===== config.mk =====
export PLATFORM = sky130hd
export DESIGN_NAME = rob_core
export DESIGN_NICKNAME = d
export VERILOG_FILES = /design/src/rtl/rob_pkg.sv /design/src/rtl/rob_ptr.sv /design/src/rtl/rob_store.sv /design/src/rtl/rob_lookup.sv /design/src/rtl/rob_ctrl.sv /design/src/rtl/rob_core.sv
export SDC_FILE = /design/constraint.sdc
export NUM_CORES = 1
export LEC_CHECK = 0
export ABC_AREA = 1
export ABC_CLOCK_PERIOD_IN_PS = 5190
export BUFFER_PORTS_ARGS = -buffer_cell sky130_fd_sc_hd__buf_2
export CAP_MARGIN = 20
export CORE_ASPECT_RATIO = 0.9
export CORE_MARGIN = 4
export CORE_UTILIZATION = 40
export DETAILED_ROUTE_END_ITERATION = 16
export GPL_TIMING_DRIVEN = 0
export PLACE_DENSITY_LB_ADDON = 0.08
export SLEW_MARGIN = 20
export SYNTH_ARGS = -nofsm -noshare
export SYNTH_HDL_FRONTEND = slang
export SYNTH_SLANG_ARGS = --single-unit

===== constraint.sdc =====
create_clock -name clk -period 5.19 [get_ports clk]
set_input_delay 0.7785 -clock clk [delete_from_list [all_inputs] [get_ports clk]]
set_output_delay 0.7785 -clock clk [all_outputs]
set_load 0.005 [all_outputs]

===== src/rtl/rob_pkg.sv =====
package rob_pkg;

    typedef enum logic [1:0] {
        CLS_ALU    = 2'b00,
        CLS_MEM    = 2'b01,
        CLS_BRANCH = 2'b10,
        CLS_SYS    = 2'b11
    } op_class_e;

    typedef enum logic {
        ST_RUN      = 1'b0,
        ST_REDIRECT = 1'b1
    } rob_state_e;

endpackage


===== src/rtl/rob_ptr.sv =====
module rob_ptr #(
    parameter int DEPTH = 8,
    localparam int IW = (DEPTH > 1) ? $clog2(DEPTH) : 1
) (
    input  logic          clk,
    input  logic          rst_n,
    input  logic          clr,
    input  logic          adv,
    output logic [IW-1:0] idx_o,
    output logic          wrap_o
);

    logic [IW-1:0] idx_q;
    logic          wrap_q;

    always_ff @(posedge clk) begin
        if (!rst_n || clr) begin
            idx_q  <= '0;
            wrap_q <= 1'b0;
        end else if (adv) begin
            if (idx_q == IW'(DEPTH - 1)) begin
                idx_q  <= '0;
                wrap_q <= ~wrap_q;
            end else begin
                idx_q <= idx_q + 1'b1;
            end
        end
    end

    assign idx_o  = idx_q;
    assign wrap_o = wrap_q;

endmodule


===== src/rtl/rob_store.sv =====
module rob_store
    import rob_pkg::*;
#(
    parameter int DEPTH  = 8,
    parameter int DATA_W = 32,
    parameter int REG_W  = 5,
    localparam int IW = (DEPTH > 1) ? $clog2(DEPTH) : 1
) (
    input  logic              clk,
    input  logic              rst_n,
    input  logic              clr,
    input  logic              alloc_en,
    input  logic [IW-1:0]     alloc_idx,
    input  op_class_e         alloc_cls,
    input  logic [REG_W-1:0]  alloc_dst,
    input  logic              alloc_mis,
    input  logic              wb_en,
    input  logic [IW-1:0]     wb_idx,
    input  logic [DATA_W-1:0] wb_data,
    input  logic              free_en,
    input  logic [IW-1:0]     free_idx,
    output logic [DEPTH-1:0]  busy_o,
    output logic [DEPTH-1:0]  rdy_o,
    output logic [DEPTH-1:0]  mis_o,
    output op_class_e         cls_o [DEPTH],
    output logic [REG_W-1:0]  dst_o [DEPTH],
    output logic [DATA_W-1:0] val_o [DEPTH]
);

    for (genvar g = 0; g < DEPTH; g++) begin : g_entry
        logic              busy_q;
        logic              rdy_q;
        logic              mis_q;
        op_class_e         cls_q;
        logic [REG_W-1:0]  dst_q;
        logic [DATA_W-1:0] val_q;

        logic hit_alloc;
        logic hit_free;
        logic hit_wb;

        assign hit_alloc = alloc_en && (alloc_idx == IW'(g));
        assign hit_free  = free_en  && (free_idx  == IW'(g));
        assign hit_wb    = wb_en    && (wb_idx    == IW'(g)) && busy_q;

        always_ff @(posedge clk) begin
            if (!rst_n) begin
                busy_q <= 1'b0;
                rdy_q  <= 1'b0;
                mis_q  <= 1'b0;
                cls_q  <= CLS_ALU;
                dst_q  <= '0;
                val_q  <= '0;
            end else if (clr) begin
                busy_q <= 1'b0;
                rdy_q  <= 1'b0;
            end else if (hit_alloc) begin
                busy_q <= 1'b1;
                rdy_q  <= 1'b0;
                mis_q  <= alloc_mis;
                cls_q  <= alloc_cls;
                dst_q  <= alloc_dst;
            end else if (hit_free) begin
                busy_q <= 1'b0;
                rdy_q  <= 1'b0;
            end else if (hit_wb) begin
                rdy_q  <= 1'b1;
                val_q  <= wb_data;
            end
        end

        assign busy_o[g] = busy_q;
        assign rdy_o[g]  = rdy_q;
        assign mis_o[g]  = mis_q;
        assign cls_o[g]  = cls_q;
        assign dst_o[g]  = dst_q;
        assign val_o[g]  = val_q;
    end

endmodule


===== src/rtl/rob_lookup.sv =====
module rob_lookup #(
    parameter int DEPTH  = 8,
    parameter int DATA_W = 32,
    localparam int IW = (DEPTH > 1) ? $clog2(DEPTH) : 1
) (
    input  logic [IW-1:0]     tag_i,
    input  logic [DEPTH-1:0]  busy_i,
    input  logic [DEPTH-1:0]  rdy_i,
    input  logic [DATA_W-1:0] val_i [DEPTH],
    output logic              ready_o,
    output logic [DATA_W-1:0] data_o
);

    always_comb begin
        ready_o = 1'b0;
        data_o  = '0;
        for (int i = 0; i < DEPTH; i++) begin
            if (tag_i == IW'(i)) begin
                ready_o = busy_i[i] && rdy_i[i];
                data_o  = val_i[i];
            end
        end
    end

endmodule


===== src/rtl/rob_ctrl.sv =====
module rob_ctrl
    import rob_pkg::*;
(
    input  logic clk,
    input  logic rst_n,
    input  logic mispred_commit,
    output logic run_o,
    output logic flush_o
);

    rob_state_e state_q;
    rob_state_e state_d;

    always_ff @(posedge clk) begin
        if (!rst_n) begin
            state_q <= ST_RUN;
        end else begin
            state_q <= state_d;
        end
    end

    always_comb begin
        state_d = state_q;
        unique case (state_q)
            ST_RUN:      if (mispred_commit) state_d = ST_REDIRECT;
            ST_REDIRECT: state_d = ST_RUN;
            default:     state_d = ST_RUN;
        endcase
    end

    always_comb begin
        unique case (state_q)
            ST_RUN: begin
                run_o   = 1'b1;
                flush_o = 1'b0;
            end
            ST_REDIRECT: begin
                run_o   = 1'b0;
                flush_o = 1'b1;
            end
            default: begin
                run_o   = 1'b0;
                flush_o = 1'b0;
            end
        endcase
    end

endmodule


===== src/rtl/rob_core.sv =====
module rob_core
    import rob_pkg::*;
#(
    parameter int DEPTH  = 8,
    parameter int DATA_W = 32,
    parameter int REG_W  = 5,
    localparam int IW = (DEPTH > 1) ? $clog2(DEPTH) : 1
) (
    input  logic              clk,
    input  logic              rst_n,
    input  logic              alloc_valid,
    input  logic [1:0]        alloc_class,
    input  logic [REG_W-1:0]  alloc_dst,
    input  logic              alloc_mispred,
    output logic              alloc_ready,
    output logic [IW-1:0]     alloc_tag,
    input  logic              wb_valid,
    input  logic [IW-1:0]     wb_tag,
    input  logic [DATA_W-1:0] wb_data,
    input  logic [IW-1:0]     rd_a_tag,
    output logic              rd_a_ready,
    output logic [DATA_W-1:0] rd_a_data,
    input  logic [IW-1:0]     rd_b_tag,
    output logic              rd_b_ready,
    output logic [DATA_W-1:0] rd_b_data,
    output logic              cm_valid,
    output logic              cm_we,
    output logic [IW-1:0]     cm_tag,
    output logic [REG_W-1:0]  cm_dst,
    output logic [DATA_W-1:0] cm_data,
    output logic              flush_o
);

    logic [IW-1:0]     head_idx;
    logic [IW-1:0]     tail_idx;
    logic              head_wrap;
    logic              tail_wrap;
    logic              run;
    logic              full;
    logic              alloc_fire;
    logic              head_ok;
    logic              head_is_br;
    logic              mispred_commit;

    logic [DEPTH-1:0]  ent_busy;
    logic [DEPTH-1:0]  ent_rdy;
    logic [DEPTH-1:0]  ent_mis;
    op_class_e         ent_cls [DEPTH];
    logic [REG_W-1:0]  ent_dst [DEPTH];
    logic [DATA_W-1:0] ent_val [DEPTH];

    assign full           = (head_idx == tail_idx) && (head_wrap != tail_wrap);
    assign alloc_ready    = run && !full;
    assign alloc_fire     = alloc_valid && alloc_ready;
    assign alloc_tag      = tail_idx;

    assign head_ok        = run && ent_busy[head_idx] && ent_rdy[head_idx];
    assign head_is_br     = (ent_cls[head_idx] == CLS_BRANCH);
    assign mispred_commit = head_ok && head_is_br && ent_mis[head_idx];

    assign cm_valid       = head_ok;
    assign cm_we          = head_ok && !head_is_br;
    assign cm_tag         = head_idx;
    assign cm_dst         = ent_dst[head_idx];
    assign cm_data        = ent_val[head_idx];

    rob_ctrl u_ctrl (
        .clk            (clk),
        .rst_n          (rst_n),
        .mispred_commit (mispred_commit),
        .run_o          (run),
        .flush_o        (flush_o)
    );

    rob_ptr #(.DEPTH(DEPTH)) u_head (
        .clk    (clk),
        .rst_n  (rst_n),
        .clr    (mispred_commit),
        .adv    (head_ok),
        .idx_o  (head_idx),
        .wrap_o (head_wrap)
    );

    rob_ptr #(.DEPTH(DEPTH)) u_tail (
        .clk    (clk),
        .rst_n  (rst_n),
        .clr    (mispred_commit),
        .adv    (alloc_fire),
        .idx_o  (tail_idx),
        .wrap_o (tail_wrap)
    );

    rob_store #(
        .DEPTH  (DEPTH),
        .DATA_W (DATA_W),
        .REG_W  (REG_W)
    ) u_store (
        .clk       (clk),
        .rst_n     (rst_n),
        .clr       (mispred_commit),
        .alloc_en  (alloc_fire),
        .alloc_idx (tail_idx),
        .alloc_cls (op_class_e'(alloc_class)),
        .alloc_dst (alloc_dst),
        .alloc_mis (alloc_mispred),
        .wb_en     (wb_valid),
        .wb_idx    (wb_tag),
        .wb_data   (wb_data),
        .free_en   (head_ok),
        .free_idx  (head_idx),
        .busy_o    (ent_busy),
        .rdy_o     (ent_rdy),
        .mis_o     (ent_mis),
        .cls_o     (ent_cls),
        .dst_o     (ent_dst),
        .val_o     (ent_val)
    );

    rob_lookup #(.DEPTH(DEPTH), .DATA_W(DATA_W)) u_look_a (
        .tag_i   (rd_a_tag),
        .busy_i  (ent_busy),
        .rdy_i   (ent_rdy),
        .val_i   (ent_val),
        .ready_o (rd_a_ready),
        .data_o  (rd_a_data)
    );

    rob_lookup #(.DEPTH(DEPTH), .DATA_W(DATA_W)) u_look_b (
        .tag_i   (rd_b_tag),
        .busy_i  (ent_busy),
        .rdy_i   (ent_rdy),
        .val_i   (ent_val),
        .ready_o (rd_b_ready),
        .data_o  (rd_b_data)
    );

endmodule


## Word level (Yosys, flattened, before mapping)

Index checks and enable logic that the tools add are counted.

| word-level totals | value |
|---|---|
| output and inout port bits | 113 |
| register bits after elaboration | 345 |
| logic and storage cells | 278 |

| operators by class | value |
|---|---|
| $add $sub $neg | 2 |
| reductions and logical operators | 92 |
| equal/unequal tests | 38 |
| muxes and demuxes | 69 |
| bitwise gates (word level) | 22 |
| magnitude comparators | 2 |

Operators with widths:

| cell | number |
|---|---|
| $mux 32 | 18 |
| $bmux 32 s3 | 1 |
| $eq 3x3->1 const B | 20 |
| $logic_and 1x1->1 | 48 |
| $mux 1 | 36 |
| $reduce_and 4->1 | 8 |
| $reduce_or 4->1 | 8 |
| $eq 3x2->1 const B | 10 |
| $not 1->1 | 21 |
| $reduce_and 2->1 | 10 |
| $reduce_bool 2->1 | 8 |
| $bmux 5 s3 | 1 |
| $eq 3x1->1 const B | 5 |
| $logic_not 3->1 | 5 |
| $mux 5 | 2 |
| $bmux 1 s3 | 3 |
| $add 3x1->3 const B | 2 |
| $bmux 2 s3 | 1 |
| $mux 3 | 2 |
| $pmux 1 s2 | 3 |
| $ge 4x4->1 const B | 1 |
| $lt 3x4->1 const B | 1 |
| $mux 2 | 2 |
| $not 3->4 | 1 |
| 6 further kinds | 8 |

## Depth between registers and ports, before layout

Gate-level depths: netlist of the first run.

| logic depth | value |
|---|---|
| word-level depth | 9 |
| gate-level depth with buffers | 15 |
| mapped depth without buffers | 12 |

## Hierarchy

A second synthesis of the first run with hierarchy kept.

| unflattened totals | value |
|---|---|
| cell total of the unflattened synthesis | 3511 |
| area total of the unflattened synthesis | 20868.8 sq um |

By module, submodules not included:

| module | sequential area each (sq um) | area an instance (sq um) | times used | cells each |
|---|---|---|---|---|
| rob_store | 6726.5 | 13186.4 | 1 | 1882 |
| rob_lookup | 0.0 | 2200.9 | 2 | 475 |
| rob_core | 0.0 | 2861.5 | 1 | 619 |
| rob_ptr | 80.1 | 192.7 | 2 | 28 |
| rob_ctrl | 20.0 | 33.8 | 1 | 4 |

## Worst setup path before layout of the first run

OpenSTA, ideal clock, no wires.

| timing | value |
|---|---|
| path type | input-to-output |
| start point | input rd_a_tag[1] |
| end point | output rd_a_data[12] |
| cell stages on the path | 7 |
| arrival time | 1.842 ns |
| data required time | 4.411 ns |
| buffers on the path | 1 |
| setup slack | 2.569 ns |
| cell sequence | inv_1 nor3_1 clkbuf_1 a21oi_1 o211ai_1 o21ai_0 nand3_1 |

| between the ends | value |
|---|---|
| cells in the longest elaborated chain, start to end | 9 |
| elaborated cells on any way between the ends | 16 |
| those cells by class | eq/ne: 7; mux: 8; reduce/logical: 1 |

Ends and longest elaborated chain:

| item | RTL line | source |
|---|---|---|
| from (decl) | rob_core.sv:20 | `input logic [IW-1:0] rd_a_tag,` |
| $logic_not 3->1 | rob_lookup.sv:18 | `if (tag_i == IW'(i)) begin` |
| $mux 32 (7 in series) | rob_lookup.sv:18 |  |
| $mux 32 * | rob_lookup.sv:18 |  |
| to (decl) | rob_core.sv:22 | `output logic [DATA_W-1:0] rd_a_data,` |

Mark *: on every way between the ends. The rest lies on a longest branch, timed or not.

## Worst setup path after layout of the first run

| timing | value |
|---|---|
| start point | register u_head.idx_q[1], in the netlist u_head.idx_o[1] |
| end point | output cm_data[18] |

| between the ends | value |
|---|---|
| cells in the longest elaborated chain, start to end | 4 |

Ends and longest elaborated chain:

| item | RTL line | source |
|---|---|---|
| from (decl) | rob_ptr.sv:13 | `logic [IW-1:0] idx_q;` |
| from (signal assigned) | rob_ptr.sv:25 | `idx_q <= idx_q + 1'b1;` |
| $not 3->4 (not written as such) | rob_core.sv:65 | `assign cm_data = ent_val[head_idx];` |
| $bmux 32 s3 | rob_core.sv:65 |  |
| $mux 32 (not written as such) (2 in series) | rob_core.sv:65 |  |
| to (decl) | rob_core.sv:30 | `output logic [DATA_W-1:0] cm_data,` |

Every way passes these cells. The select of a mux whose other input is x is not followed.

==> results of run 1 <==
==> sequential cells by signal, summed over array words and instances, names as in the netlist <==
signal                  count
u_tail.wrap_o               1
u_head.wrap_o               1
u_store.g_entry.mis_q       8
u_store.g_entry.busy_q      8
u_store.g_entry.dst_q      40
u_store.g_entry.rdy_q       8
u_head.idx_o                3
u_store.g_entry.val_q     256
u_ctrl.state_q              1
u_store.g_entry.cls_q      16
u_tail.idx_o                3
==> per-layer routing <==
layer  global-route usage  up-vias
met3                0.106      295
met2                0.546     1584
met5                    0        -
met4                0.182        0
met1                0.542    11100
li1                     -    10700
==> final cells by class <==
cell class	instances	area, µm²
fill	5231	25600
multi-input combinational	2390	10800
sequential	345	6910
clock buffer	63	1220
buffer	229	1050
timing repair buffer	158	806
tap	624	781
inverter	204	766
clock inverter	10	110
antenna	2	5.00
==> metrics by stage <==
stage / instance area [µm²] / hold slack (ns) / total power, mW / worst slack [ns] / utilization
after floorplan: 19500 / 0.454 / 3.36 / 2.57 / -
after global placement: 21100 / 0.465 / 3.88 / 0.641 / 0.439
after detailed placement: 21100 / 0.472 / 3.90 / 0.812 / 0.440
after CTS: 22400 / 0.485 / 6.84 / 0.161 / 0.467
after global routing: 22400 / 0.497 / 7.06 / 0.437 / 0.467
final: 22400 / 0.483 / 6.88 / 0.393 / 0.467
==> cell usage in the layout, fill, tap and decap left out, drive strengths merged <==
cell / instances
nor3: 75
a21oi: 177
bufinv: 2
dfxtp: 345
diode: 2
nand3: 111
inv: 205
xor2: 1
o211ai: 39
o2111ai: 8
nand4: 70
nand2: 748
o21ai: 246
nor4: 3
or2: 3
buf: 260
clkbuf: 190
nor2: 754
a221oi: 8
nand3b: 2
o22ai: 95
ha: 12
a22oi: 1
clkinv: 6
a31oi: 37
clkinvlp: 1
==> how the worst max path moves through the flow <==
stage,from,slack (ns),cells past startpoint,end
after floorplan,rd_a_tag[1],2.57,7,rd_a_data[12]
after global placement,rd_b_tag[2],0.64,7,rd_b_data[1]
after detailed placement,u_head.idx_o[0],0.81,8,cm_data[1]
after CTS,u_head.idx_o[0],0.16,8,cm_data[1]
after global routing,u_head.idx_o[1],0.44,6,cm_data[18]
final,u_head.idx_o[1],0.39,6,cm_data[18]
==> worst max-delay path, cell delays in order, from the launching register on <==
cell and delay (ns):
dfxtp_1 0.63, buf_2 0.54, clkbuf_1 0.75, clkbuf_1 0.74, o211ai_1 0.20, a31oi_1 0.38, buf_2 0.19
==> kinds of logic after synthesis <==
group	count (synthesis)	share of synthesized area
buffers and inverters	433	0.0926
DFF	345	0.354
adders and majority gates	12	0.00770
AOI/OAI and AO/OA	611	0.173
and+or+nand+nor	1766	0.372
xor gates and xnor gates	1	0.000449
==> power breakdown <==
group / switching, mW / internal [mW] / leakage [nW] / total [mW]
clock: 1.28 / 1.71 / 0.654 / 2.99
combinational: 0.883 / 0.312 / 5.61 / 1.19
sequential: 0.0223 / 2.67 / 2.78 / 2.70
total: 2.18 / 4.70 / 9.05 / 6.88
==> results by group, run 1 <==
Setup path
  – Critical path peak fanout: 10
  – Critical Path AT: 4.02 ns
  – Reg2reg setup slack: approximately 1.3 ns
  – Critical Path End Type: output port
  – RR Startpoint: u_head.idx_o[0]
  – R2R Path End: u_store.g_entry[6].val_q[26]
  – Worst reg-to-reg path cell count: 13
  – Startpoint Class: register
  – Critical path class: reg2out
  – CP Data Required Time: 4.41 ns

Clock network
  – Postcts setup bufs: 0
  – CTS resizes: 0
  – Clock Path Buffers: 3
  – CTS H-Tree Depth: 2
  – Clock-pin slew on the worst setup and hold paths: 0.06 ns
  – CTS Buf Count: 41
  – TritonCTS clock tree: done
  – Hold-fix buffers, CTS: 0
  – Clk sink count: 345
  – Root Driver: clkbuf_16
  – Worst skew pair latency: 0.59 ns

Final layout
  – Final Non-Filler Cells: between 4000 and 5000
  – Area Overhead vs Synth: 15.1%
  – Share of layout cells above drive strength 1: 0.0983
  – Layout Nets: between 3000 and 4000

Floorplan
  – Die H: 217 µm
  – Die Span X: between 200 and 250 µm
  – Ports: between 150 and 200
  – Core area: 0.0480 mm²
  – Die Area: 0.0524 mm²
  – Row cnt: 76
  – Initial core utilization: 0.406

Global route
  – First-pass GRT wire length: 148 mm
  – GRT Total Usage: 0.386
  – Vias in the first global route: roughly 22000
  – Largest net degree at the start of global routing: 13
  – Initial antenna violation count: 4
  – Gr ovfl total: 0

Route
  – Routed Antenna Nets: 0
  – Detailed Route WL: 104 mm
  – Vias: 23700
  – DR WL met2: 41.9 mm
  – Metal3 WL: 13.3 mm
  – First-pass DRT Iterations: 6
  – Initial DRC count: 3187
  – Vias per cell: 5.90
  – Top sig layer: met4
  – Residual DRC count: 0
  – Routed len/inst: 26.0 µm
  – Met1 WL: about 44 mm

Logic synthesis
  – Post-synthesis sequential area ratio: 0.354
  – #FFs+latches synth: around 350
  – Yosys top cell by area: dfxtp_1
  – Yosys top cell area share: 0.354
  – Cells after synthesis: about 3200
  – Netlist cell types: 35
  – Mapped Area: 0.0195 mm²
  – Syn Nets: 3233
  – Post-synth EDFFs: 0
  – Mean post-synth cell area: 6.16 µm²
  – Yosys warns: 0
  – Post-synth ARST share: 0
  – Synth top cells by count: 747 x nand2_1, 739 x nor2_1, 345 x dfxtp_1
  – Top post-synthesis cells by area: dfxtp_1 35%, nand2_1 14%, nor2_1 14%, o21ai_0 6.3%, a21oi_1 4.5%
  – Synth Flop Type: dfxtp_1
  – Count leader, synth: nand2_1

Run
  – Max Cap Violations: 0

Worst hold path
  – Hold wc startpoint: u_head.wrap_o
  – Hold endpoint: u_head.wrap_o
  – Min-delay worst type: reg2reg
  – Hold depth: 2

Power
  – PwrDens: 307 mW/mm²
  – Peak VDD IR: 0.214 mV
  – Leakage: 9.05 nW

Placement
  – Gp weighted congestion: 0.992
  – Placed cells: 3950
  – Post-DP HPWL: 75.4 mm
  – Port bufs: 155

Outcome
  – Status: complete, no violations

Timing
  – Clock skew: about 0.023 ns
  – Final hold vios: 0
  – # setup viols final: 0
  – Highest Clock Rate: between 0.2 and 0.25 GHz
  – TNS Setup: 0 ns
  – Slew Limit Fails: 0
  – Headroom to the max-slew limit: 0.140
  – RSZ-0062 raised after global routing: false
  – Final period utilization: 0.924
  – Slew @ Worst Pin: 1.29 ns
  – Tmin final: roughly 4.8 ns
(Power assumes the default switching activity.)
==> inputs of run 2 (changes only) <==
Settings changed: ABC_CLOCK_PERIOD_IN_PS 5190 to 4560.
Clock period 5.19 ns to 4.56 ns, I/O delays scaled along.
==> run 2 against run 1 <==
Hold slack about the same. Worst setup slack worse by 0.33 ns. Register-to-register slack worse by 0.56 ns. Largest power group unchanged.
==> results by group, run 2 (synthesis results as in run 1) <==
Outcome
  – Status: complete, no violations

Clock network
  – Clock Path Buffers: 3
  – TritonCTS clock tree: done
  – Clock-pin slew on the worst setup and hold paths: 0.06 ns
  – Root Driver: clkbuf_16
  – Postcts setup bufs: 0
  – Clk sink count: 345
  – Worst skew pair latency: 0.59 ns
  – CTS H-Tree Depth: 2
  – CTS Buf Count: between 40 and 50

Timing
  – Tmin final: 4.50 ns
  – Final hold vios: 0
  – Highest Clock Rate: 0.222 GHz
  – Slew Limit Fails: 0
  – RSZ-0062 raised after global routing: false
  – Clock skew: 0.0192 ns
  – Headroom to the max-slew limit: 0.148
  – TNS Setup: 0 ns
  – # setup viols final: 0
  – Final period utilization: 0.986
  – Slew @ Worst Pin: 1.28 ns

Global route
  – First-pass GRT wire length: between 100 and 150 mm
  – Largest net degree at the start of global routing: 13
  – Initial antenna violation count: 5
  – Gr ovfl total: 0
  – Vias in the first global route: 21600
  – GRT Total Usage: 0.385

Route
  – Routed len/inst: 25.9 µm
  – Routed Antenna Nets: 0
  – Detailed Route WL: 104 mm
  – Initial DRC count: 3151
  – Vias: ~24000
  – First-pass DRT Iterations: 5
  – Vias per cell: 5.91
  – Residual DRC count: 0

Worst hold path
  – Min-delay worst type: reg2reg
  – Hold depth: 2

Placement
  – Port bufs: 155
  – Gp weighted congestion: 0.992
  – Post-DP HPWL: approximately 75 mm

Setup path
  – Worst reg-to-reg path cell count: 13
  – CP max stage cell: clkbuf_1
  – Buffers plus inverters on the worst setup path: 3
  – CP Data Required Time: 3.88 ns
  – Critical Path AT: about 3.8 ns
  – Crit path largest cell delay: 0.94 ns
  – Startpoint Class: register
  – Crit path max-delay family: buffers and inverters
  – Critical path peak fanout: 10
  – Levels on crit path: 7
  – Critical Path End Type: output port
  – Critical path class: reg2out
  – Worst-path cell chain: buf_2, clkbuf_1, o21ai_0, o22ai_1, nor2_1, a31oi_1, buf_2
  – Most common cell on crit path: buf_2

Final layout
  – Reg with most FFs: u_store.g_entry.val_q
  – Commonest non-fill, non-tap cells in the layout: 747 x nand2_1, 739 x nor2_1, 345 x dfxtp_1, 244 x o21ai_0, 208 x buf_2
  – Max FFs per register: 256
  – Share of layout cells above drive strength 1: 0.0991
  – Final core occ: 0.468
  – Commonest non-fill, non-tap cell in the layout: nand2_1
  – Area Overhead vs Synth: 15.2%
  – Largest registers: u_store.g_entry.val_q (256), u_store.g_entry.dst_q (40), u_store.g_entry.cls_q (16)
  – Layout Nets: 3434

Floorplan
  – Ports: 166
  – Initial core utilization: 0.406
  – Die Span X: 241 µm
  – Row cnt: 76
  – Die H: ~220 µm
  – Die Area: between 0.05 and 0.06 mm²
  – Core area: between 0.04 and 0.05 mm²

Power
  – Leakage: 9.06 nW
  – PwrDens: around 350 mW/mm²
  – Peak VDD IR: ~0.24 mV

Run
  – Max Cap Violations: 0
==> run 2: cell count changes in the layout (fill, tap and decap cells not counted) <==
cell	previous run	this run
clkbuf_1	129	125
diode_2	2	4
clkdlybuf4s15_1	0	1
clkbuf_2	9	12
==> run 2: final cells by class <==
type                       count  area [µm²]
sequential                   345        6910
fill                        5229       25600
clock buffer                  63        1220
antenna                        4        10.0
clock inverter                10         110
timing repair buffer         158         806
tap                          624         781
inverter                     204         766
buffer                       229        1060
multi-input combinational   2390       10800
==> run 2: through the flow <==
step	instance area [µm²]	setup WS (ns)	hold slack (ns)	cells	total power, mW
2_1_floorplan	19500	2.13	0.454	3168	3.82
3_3_place_gp	21100	0.200	0.465	3947	4.42
3_5_place_dp	21100	0.277	0.472	3950	4.43
4_1_cts	22400	0.0591	0.485	4023	7.79
5_1_grt	22500	0.105	0.497	4024	8.04
6_report	22500	0.0648	0.482	4027	7.84
==> run 2: worst min-delay path: stages (launching register included) <==
cell and delay (ns):
dfxtp_1 0.31, inv_1 0.07, a21oi_1 0.06
==> run 2: worst paths after layout <==
path	start	endpoint	slack, ns
hold reg to reg	u_head.wrap_o	u_head.wrap_o	0.48
hold / removal	u_head.wrap_o	u_head.wrap_o	0.48
setup reg to reg	u_head.idx_o[0]	u_store.g_entry[6].val_q[25]	0.72
setup / recovery	u_head.idx_o[1]	cm_data[5]	0.06
==> run 2: repair_timing <==
action                     CTS  global route
hold buffers                 0             0
setup endpoints to repair    8            12
gates resized for setup      1             9
gates cloned                 0             0
==> run 2: routing by layer <==
layer | wire length, µm | vias up | global-route usage
li1 | - | 10800 | -
met1 | 44300 | 11200 | 0.542
met5 | 34 | - | 0
met3 | 12900 | 309 | 0.107
met4 | 5520 | 4 | 0.182
met2 | 41700 | 1558 | 0.544
==> run 2: report_power, final <==
| group | internal (mW) | switching (mW) | total [mW] |
|---|---|---|---|
| Sequential | 3.04 | 0.0256 | 3.07 |
| Combinational | 0.356 | 1.01 | 1.37 |
| Clock | 1.95 | 1.45 | 3.41 |
